[src/rtl/spi_bclk_pkg.sv]
// Shared types for the bit-clock generator.
// Assumes: nothing beyond IEEE 1800-2017.
package spi_bclk_pkg;
    typedef enum logic [1:0] {
        EDGE_NONE  = 2'd0,
        EDGE_LEAD  = 2'd1,
        EDGE_TRAIL = 2'd2
    } bclk_edge_e;
endpackage

[src/rtl/spi_bclk_cfg.sv]
// Holds the clock/frame fields and flags any write that changes them.
// Assumes: wr is a single-cycle strobe in the clk domain.
module spi_bclk_cfg #(
    parameter int DIV_W = 5
) (
    input  logic             clk,
    input  logic             rst_n,
    input  logic             wr,
    input  logic             frame_in,
    input  logic             cpol_in,
    input  logic             pre_in,
    input  logic [DIV_W-1:0] div_in,
    output logic             cpol_q,
    output logic             pre_q,
    output logic [DIV_W-1:0] div_q,
    output logic             chg,
    output logic             soft_rst
);
    logic frame_q;

    // detect a write whose value differs from the held fields
    assign chg = wr && ({frame_in, cpol_in, pre_in, div_in} != {frame_q, cpol_q, pre_q, div_q});

    // hold the fields; pulse soft reset one cycle after a change
    always_ff @(posedge clk) begin
        if (!rst_n) begin
            frame_q  <= 1'b0;
            cpol_q   <= 1'b0;
            pre_q    <= 1'b0;
            div_q    <= '0;
            soft_rst <= 1'b0;
        end else begin
            soft_rst <= chg;
            if (chg) begin
                frame_q <= frame_in;
                cpol_q  <= cpol_in;
                pre_q   <= pre_in;
                div_q   <= div_in;
            end
        end
    end
endmodule

[src/rtl/spi_bclk_master.sv]
// Two-stage divider: prescale enable (/PRE_LO or /PRE_HI), then an
// (N+1)-tick half-period counter that toggles the bit clock.
// Assumes: clr is high for one cycle on a configuration change; idle_nxt
// already carries the polarity that will be held after that cycle.
module spi_bclk_master
    import spi_bclk_pkg::*;
#(
    parameter int DIV_W  = 5,
    parameter int PRE_LO = 4,
    parameter int PRE_HI = 32
) (
    input  logic             clk,
    input  logic             rst_n,
    input  logic             clr,
    input  logic             run_req,
    input  logic             idle_nxt,
    input  logic             pre_sel,
    input  logic [DIV_W-1:0] div,
    output logic             sck,
    output bclk_edge_e       edge_q
);
    localparam int PW = $clog2(PRE_HI);
    localparam logic [PW-1:0] LIM_LO = PW'(PRE_LO - 1);
    localparam logic [PW-1:0] LIM_HI = PW'(PRE_HI - 1);

    logic             run_q;
    logic [PW-1:0]    pre_cnt;
    logic [DIV_W-1:0] half_cnt;
    logic             tick;
    logic             flip;

    assign tick = run_q && (pre_cnt == (pre_sel ? LIM_HI : LIM_LO));
    assign flip = tick && (half_cnt == div);

    // register the run request; a config change drops it for one cycle
    always_ff @(posedge clk) begin
        if (!rst_n) run_q <= 1'b0;
        else        run_q <= run_req && !clr;
    end

    // prescaler producing the intermediate tick
    always_ff @(posedge clk) begin
        if (!rst_n)                     pre_cnt <= '0;
        else if (clr || !run_q || tick) pre_cnt <= '0;
        else                            pre_cnt <= pre_cnt + 1'b1;
    end

    // half-period counter in intermediate ticks
    always_ff @(posedge clk) begin
        if (!rst_n)              half_cnt <= '0;
        else if (clr || !run_q)  half_cnt <= '0;
        else if (tick)           half_cnt <= flip ? '0 : half_cnt + 1'b1;
    end

    // bit clock: idle when stopped, toggles at the end of each half period
    always_ff @(posedge clk) begin
        if (!rst_n)             sck <= 1'b0;
        else if (clr || !run_q) sck <= idle_nxt;
        else if (flip)          sck <= ~sck;
    end

    // edge strobe aligned with the bit-clock change
    always_ff @(posedge clk) begin
        if (!rst_n)            edge_q <= EDGE_NONE;
        else if (clr || !flip) edge_q <= EDGE_NONE;
        else                   edge_q <= (sck == idle_nxt) ? EDGE_LEAD : EDGE_TRAIL;
    end
endmodule

[src/rtl/spi_bclk_slave.sv]
// Follows an external bit clock: synchroniser, edge strobes, and a
// minimum-spacing check between successive edges.
// Assumes: ext_sck is asynchronous to clk; MIN_HALF >= 2.
module spi_bclk_slave
    import spi_bclk_pkg::*;
#(
    parameter int MIN_HALF = 4
) (
    input  logic       clk,
    input  logic       rst_n,
    input  logic       clr,
    input  logic       ext_sck,
    input  logic       cpol,
    output bclk_edge_e edge_q,
    output logic       fast_err
);
    localparam int CW = $clog2(MIN_HALF + 1);
    localparam logic [CW-1:0] GAP_SAT = CW'(MIN_HALF);

    logic [2:0]    sync_q;
    logic [CW-1:0] gap;
    logic          ext_edge;

    assign ext_edge = sync_q[1] ^ sync_q[2];

    // three-stage shift: two for metastability, one for edge detection
    always_ff @(posedge clk) begin
        if (!rst_n) sync_q <= '0;
        else        sync_q <= {sync_q[1:0], ext_sck};
    end

    // cycles since the last edge, saturating at MIN_HALF
    always_ff @(posedge clk) begin
        if (!rst_n || clr)       gap <= GAP_SAT;
        else if (ext_edge)       gap <= CW'(1);
        else if (gap != GAP_SAT) gap <= gap + 1'b1;
    end

    // strobes and the too-fast flag
    always_ff @(posedge clk) begin
        if (!rst_n || clr) begin
            edge_q   <= EDGE_NONE;
            fast_err <= 1'b0;
        end else begin
            fast_err <= ext_edge && (gap < GAP_SAT);
            if (!ext_edge)              edge_q <= EDGE_NONE;
            else if (sync_q[1] != cpol) edge_q <= EDGE_LEAD;
            else                        edge_q <= EDGE_TRAIL;
        end
    end
endmodule

[src/rtl/spi_bitclk_gen.sv]
// Top: configuration hold, master divider and slave follower, with
// outputs selected by the mode bit.
// Assumes: master_en changes only while no transfer is active.
module spi_bitclk_gen
    import spi_bclk_pkg::*;
#(
    parameter int DIV_W    = 5,
    parameter int PRE_LO   = 4,
    parameter int PRE_HI   = 32,
    parameter int MIN_HALF = 4
) (
    input  logic             clk,
    input  logic             rst_n,
    input  logic             cfg_wr,
    input  logic             cfg_frame,
    input  logic             cfg_cpol,
    input  logic             cfg_pre_sel,
    input  logic [DIV_W-1:0] cfg_div,
    input  logic             master_en,
    input  logic             xfer_en,
    input  logic             ext_sck,
    output logic             sck_out,
    output logic             sck_oe,
    output logic             lead_stb,
    output logic             trail_stb,
    output logic             soft_rst,
    output logic             rate_err
);
    logic             cpol_q;
    logic             pre_q;
    logic [DIV_W-1:0] div_q;
    logic             chg;
    logic             idle_nxt;
    logic             m_sck;
    bclk_edge_e       m_edge;
    bclk_edge_e       s_edge;
    bclk_edge_e       sel_edge;
    logic             s_err;

    spi_bclk_cfg #(.DIV_W(DIV_W)) cfg_i (
        .clk(clk), .rst_n(rst_n), .wr(cfg_wr),
        .frame_in(cfg_frame), .cpol_in(cfg_cpol), .pre_in(cfg_pre_sel), .div_in(cfg_div),
        .cpol_q(cpol_q), .pre_q(pre_q), .div_q(div_q),
        .chg(chg), .soft_rst(soft_rst)
    );

    assign idle_nxt = chg ? cfg_cpol : cpol_q;

    spi_bclk_master #(.DIV_W(DIV_W), .PRE_LO(PRE_LO), .PRE_HI(PRE_HI)) mst_i (
        .clk(clk), .rst_n(rst_n), .clr(chg),
        .run_req(master_en && xfer_en), .idle_nxt(idle_nxt),
        .pre_sel(pre_q), .div(div_q),
        .sck(m_sck), .edge_q(m_edge)
    );

    spi_bclk_slave #(.MIN_HALF(MIN_HALF)) slv_i (
        .clk(clk), .rst_n(rst_n), .clr(chg),
        .ext_sck(ext_sck), .cpol(cpol_q),
        .edge_q(s_edge), .fast_err(s_err)
    );

    // mode select for the outputs
    always_comb begin
        sel_edge  = master_en ? m_edge : s_edge;
        sck_oe    = master_en;
        sck_out   = master_en ? m_sck : cpol_q;
        lead_stb  = (sel_edge == EDGE_LEAD);
        trail_stb = (sel_edge == EDGE_TRAIL);
        rate_err  = s_err && !master_en;
    end
endmodule

[config.mk]
export PLATFORM = sky130hd
export DESIGN_NAME = spi_bitclk_gen
export DESIGN_NICKNAME = d
export VERILOG_FILES = /design/src/rtl/spi_bclk_pkg.sv /design/src/rtl/spi_bclk_cfg.sv /design/src/rtl/spi_bclk_master.sv /design/src/rtl/spi_bclk_slave.sv /design/src/rtl/spi_bitclk_gen.sv
export SDC_FILE = /design/constraint.sdc
export NUM_CORES = 1
export LEC_CHECK = 0
export BUFFER_PORTS_ARGS = -buffer_cell sky130_fd_sc_hd__buf_2
export CORE_UTILIZATION = 55
export CTS_CLUSTER_SIZE = 20
export DETAILED_ROUTE_END_ITERATION = 8
export PLACE_DENSITY = 0.77
export SLEW_MARGIN = 20
export SYNTH_ARGS = -nofsm -noshare
export SYNTH_HDL_FRONTEND = slang
export SYNTH_SLANG_ARGS = --single-unit
[constraint.sdc]
create_clock -name clk -period 3.4 [get_ports clk]
set_input_delay 0.17 -clock clk [delete_from_list [all_inputs] [get_ports clk]]
set_output_delay 0.17 -clock clk [all_outputs]
set_load 0.02 [all_outputs]
==> metrics <==
status=finished, final reports clean; layout net count=approximately 200; non-filler cells, final=205; FFs w/ async S/R, synth=0; Hold Fails Final Rpt=0; share of cells above drive strength 1=0.211; max-slew violation count=0; total CTS buffers=5; Critical Path RT=3.65 ns; Worst Clk Skew=0.00512 ns; port buffer count=19; Die Y=between 50 and 60 um; ANT nets after route=0; vias in the first global route=1032; max incr delay on CP=0.55 ns; diode count=0; max_cap viols=0; global-route wire length before repair=4360 um; delay-heaviest family, CP=simple AND/OR/NAND/NOR gates; Most used DFF post-synth=dfxtp_1; Syn Nets=173; R2R setup slack=1.48 ns; crit path time final=1.92 ns; Layout area overhead=8.92%; DR DRC count=0; Flop pwr share=0.601; RSZ-0062 raised after global routing=false; largest net degree at the start of global routing=16; top cell type's share of synthesized area=0.419; Clock Latency Late Sink=0.32 ns; Yosys warnings=0; WL per Instance=around 14 um; hold_buf cts=0; Post-Syn Area=~0.0015 mm2; Min-Delay Endpoint=slv_i.sync_q[0]; Post-CTS Resized=0; hold path depth=2; Post-Place Cells=200; R2R cell count=5; Critical Path Slowest Stage Cell=dfxtp_1; antenna violations before repair=0; WP data arrival=2.17 ns; fmax=521 MHz; clock sinks=32; WS Path Type=flop to flop; Max Fanout on Critical Path=15; Post-Route WL=2830 um; FF-to-FF Start=cfg_i.cpol_q; #FFs+latches synth=32; Worst R2R End=mst_i.half_cnt[4]; min-delay worst type=primary input to flop; leading area contributor after synthesis=dfxtp_1; Total GRT Usage=0.213; postcts setup bufs=0; Final Wtd Congestion=0.802; Iteration-0 DRC Markers=23; TritonRoute pass-1 iters=4; critical path startpoint category=flop; initial core utilization=0.601; cell internal pwr=491 uW; Post-synth EDFFs=0; fin crit share=0.564; wire length on met3=107 um; setup_tns=0 ns; Worst-Margin Slew=0.504 ns; num ports=20; Die W=~55 um; grt ovf=0; clock power share=0.277; cell row count=18; Crit path buffers/inverters=0; Yosys cell types=39; Clock Root Buffer=clkbuf_4; Worst Hold Launch=ext_sck; power density over the cells=396 mW/mm2; Switching Fraction=0.256; most common cell after layout, fill and taps aside=dfxtp_1; Sw Pwr=169 uW; most frequent cells in the layout=dfxtp_1, nor2_1, buf_2, xnor2_1, xor2_1; highest ir drop seen on vdd=0.327 mV; relative slew slack=0.663; DP HPWL=2170 um; vias per cell=approximately 5.6; cell count after synthesis=155; combinational share of power=0.122; CTS tree=done; vias=around 1100; worst path cell trace=xnor2_2 -> nand4_2 -> o21ai_4 -> nand3_1 -> nor3_1; crit path capture type=flop; synthesized area per cell=9.86 um2; Core ar.=roughly 0.0025 mm2; DRT met1 WL=1260 um; Max Used Layer=met4; final setup fails=0; Met2 Routed Length=1400 um; clk slew on worst S/H paths=0.09 ns; # H-tree levels=2; leakage power=0.000691 uW; Seq/Total Area, Yosys=0.419; dominant cells by area after synthesis=dfxtp_1, xnor2_1, mux2i_1; Clock Path Buffers=2; DIE AREA=0.00299 mm2
-- per-layer routing --
layer | global-route usage | vias to the layer above
met4 | 0.103 | 0
met1 | 0.240 | 523
met2 | 0.361 | 27
li1 | - | 588
met5 | 0 | -
met3 | 0.0611 | 9
-- sequential cells by signal (all words and copies together), names as in the netlist --
name / flops
cfg_i.div_q: 5
mst_i.half_cnt: 5
mst_i.pre_cnt: 5
slv_i.gap: 3
slv_i.sync_q: 3
mst_i.edge_q: 2
slv_i.edge_q: 2
cfg_i.cpol_q: 1
cfg_i.frame_q: 1
cfg_i.pre_q: 1
cfg_i.soft_rst: 1
mst_i.run_q: 1
mst_i.sck: 1
slv_i.fast_err: 1
-- how the worst max path moves through the flow --
stage / cells past startpoint / startpoint / endpoint / slack, ns
2_1_floorplan: 7 / cfg_i.cpol_q / cfg_i.pre_q / 1.99
3_3_place_gp: 5 / cfg_i.cpol_q / mst_i.half_cnt[4] / 1.61
3_5_place_dp: 5 / cfg_i.cpol_q / mst_i.half_cnt[3] / 1.52
4_1_cts: 5 / cfg_i.cpol_q / mst_i.half_cnt[3] / 1.49
5_1_grt: 5 / cfg_i.cpol_q / mst_i.half_cnt[3] / 1.28
6_report: 5 / cfg_i.cpol_q / mst_i.half_cnt[4] / 1.48
-- cell type report --
class                      instances  area (um2)
tap                               30        37.5
fill                             224         880
sequential                        32         641
clock buffer                       5        37.5
multi-input combinational        112         828
inverter                           7        26.3
timing repair buffer              19        95.1
-- per-stage QoR --
step / hold slack (ns) / util / area (um2) / total power (uW) / setup slack, ns
floorplan: 0.297 / - / 1530 / 464 / 1.99
global placement: 0.379 / 0.640 / 1630 / 481 / 1.61
detailed placement: 0.388 / 0.640 / 1630 / 486 / 1.52
CTS: 0.0606 / 0.654 / 1670 / 663 / 1.49
global route: 0.0782 / 0.654 / 1670 / 689 / 1.28
finish: 0.0572 / 0.654 / 1670 / 660 / 1.48
-- power by group through the flow --
stage / Clock, uW / Sequential (uW) / Combinational (uW)
floorplan: 0 / 403 / 61.7
global placement: 0 / 405 / 76.0
detailed placement: 0 / 406 / 80.4
CTS: 186 / 397 / 80.7
global route: 202 / 399 / 88.3
finish: 183 / 397 / 80.5
-- Yosys cell counts, drive strengths merged, types with 3 or more instances --
library cell,number
ha,4
and2,5
mux2i,8
dfxtp,32
nor2,19
inv,6
a21oi,6
xnor2,12
xor2,9
buf,3
nand2,9
nor4,3
nand4,6
nand3,3
and3,3
nor3,3
o21ai,5
-- kinds of logic after synthesis --
family / synth area share
AO/OA/AOI/OAI: 0.0925
XOR/XNOR: 0.125
adder cells (fa/ha/maj): 0.0327
buffers and inverters: 0.0393
flip-flops: 0.419
multiplexers: 0.0597
AND/OR/NAND/NOR: 0.232
Power figures use the tool's default switching activity.
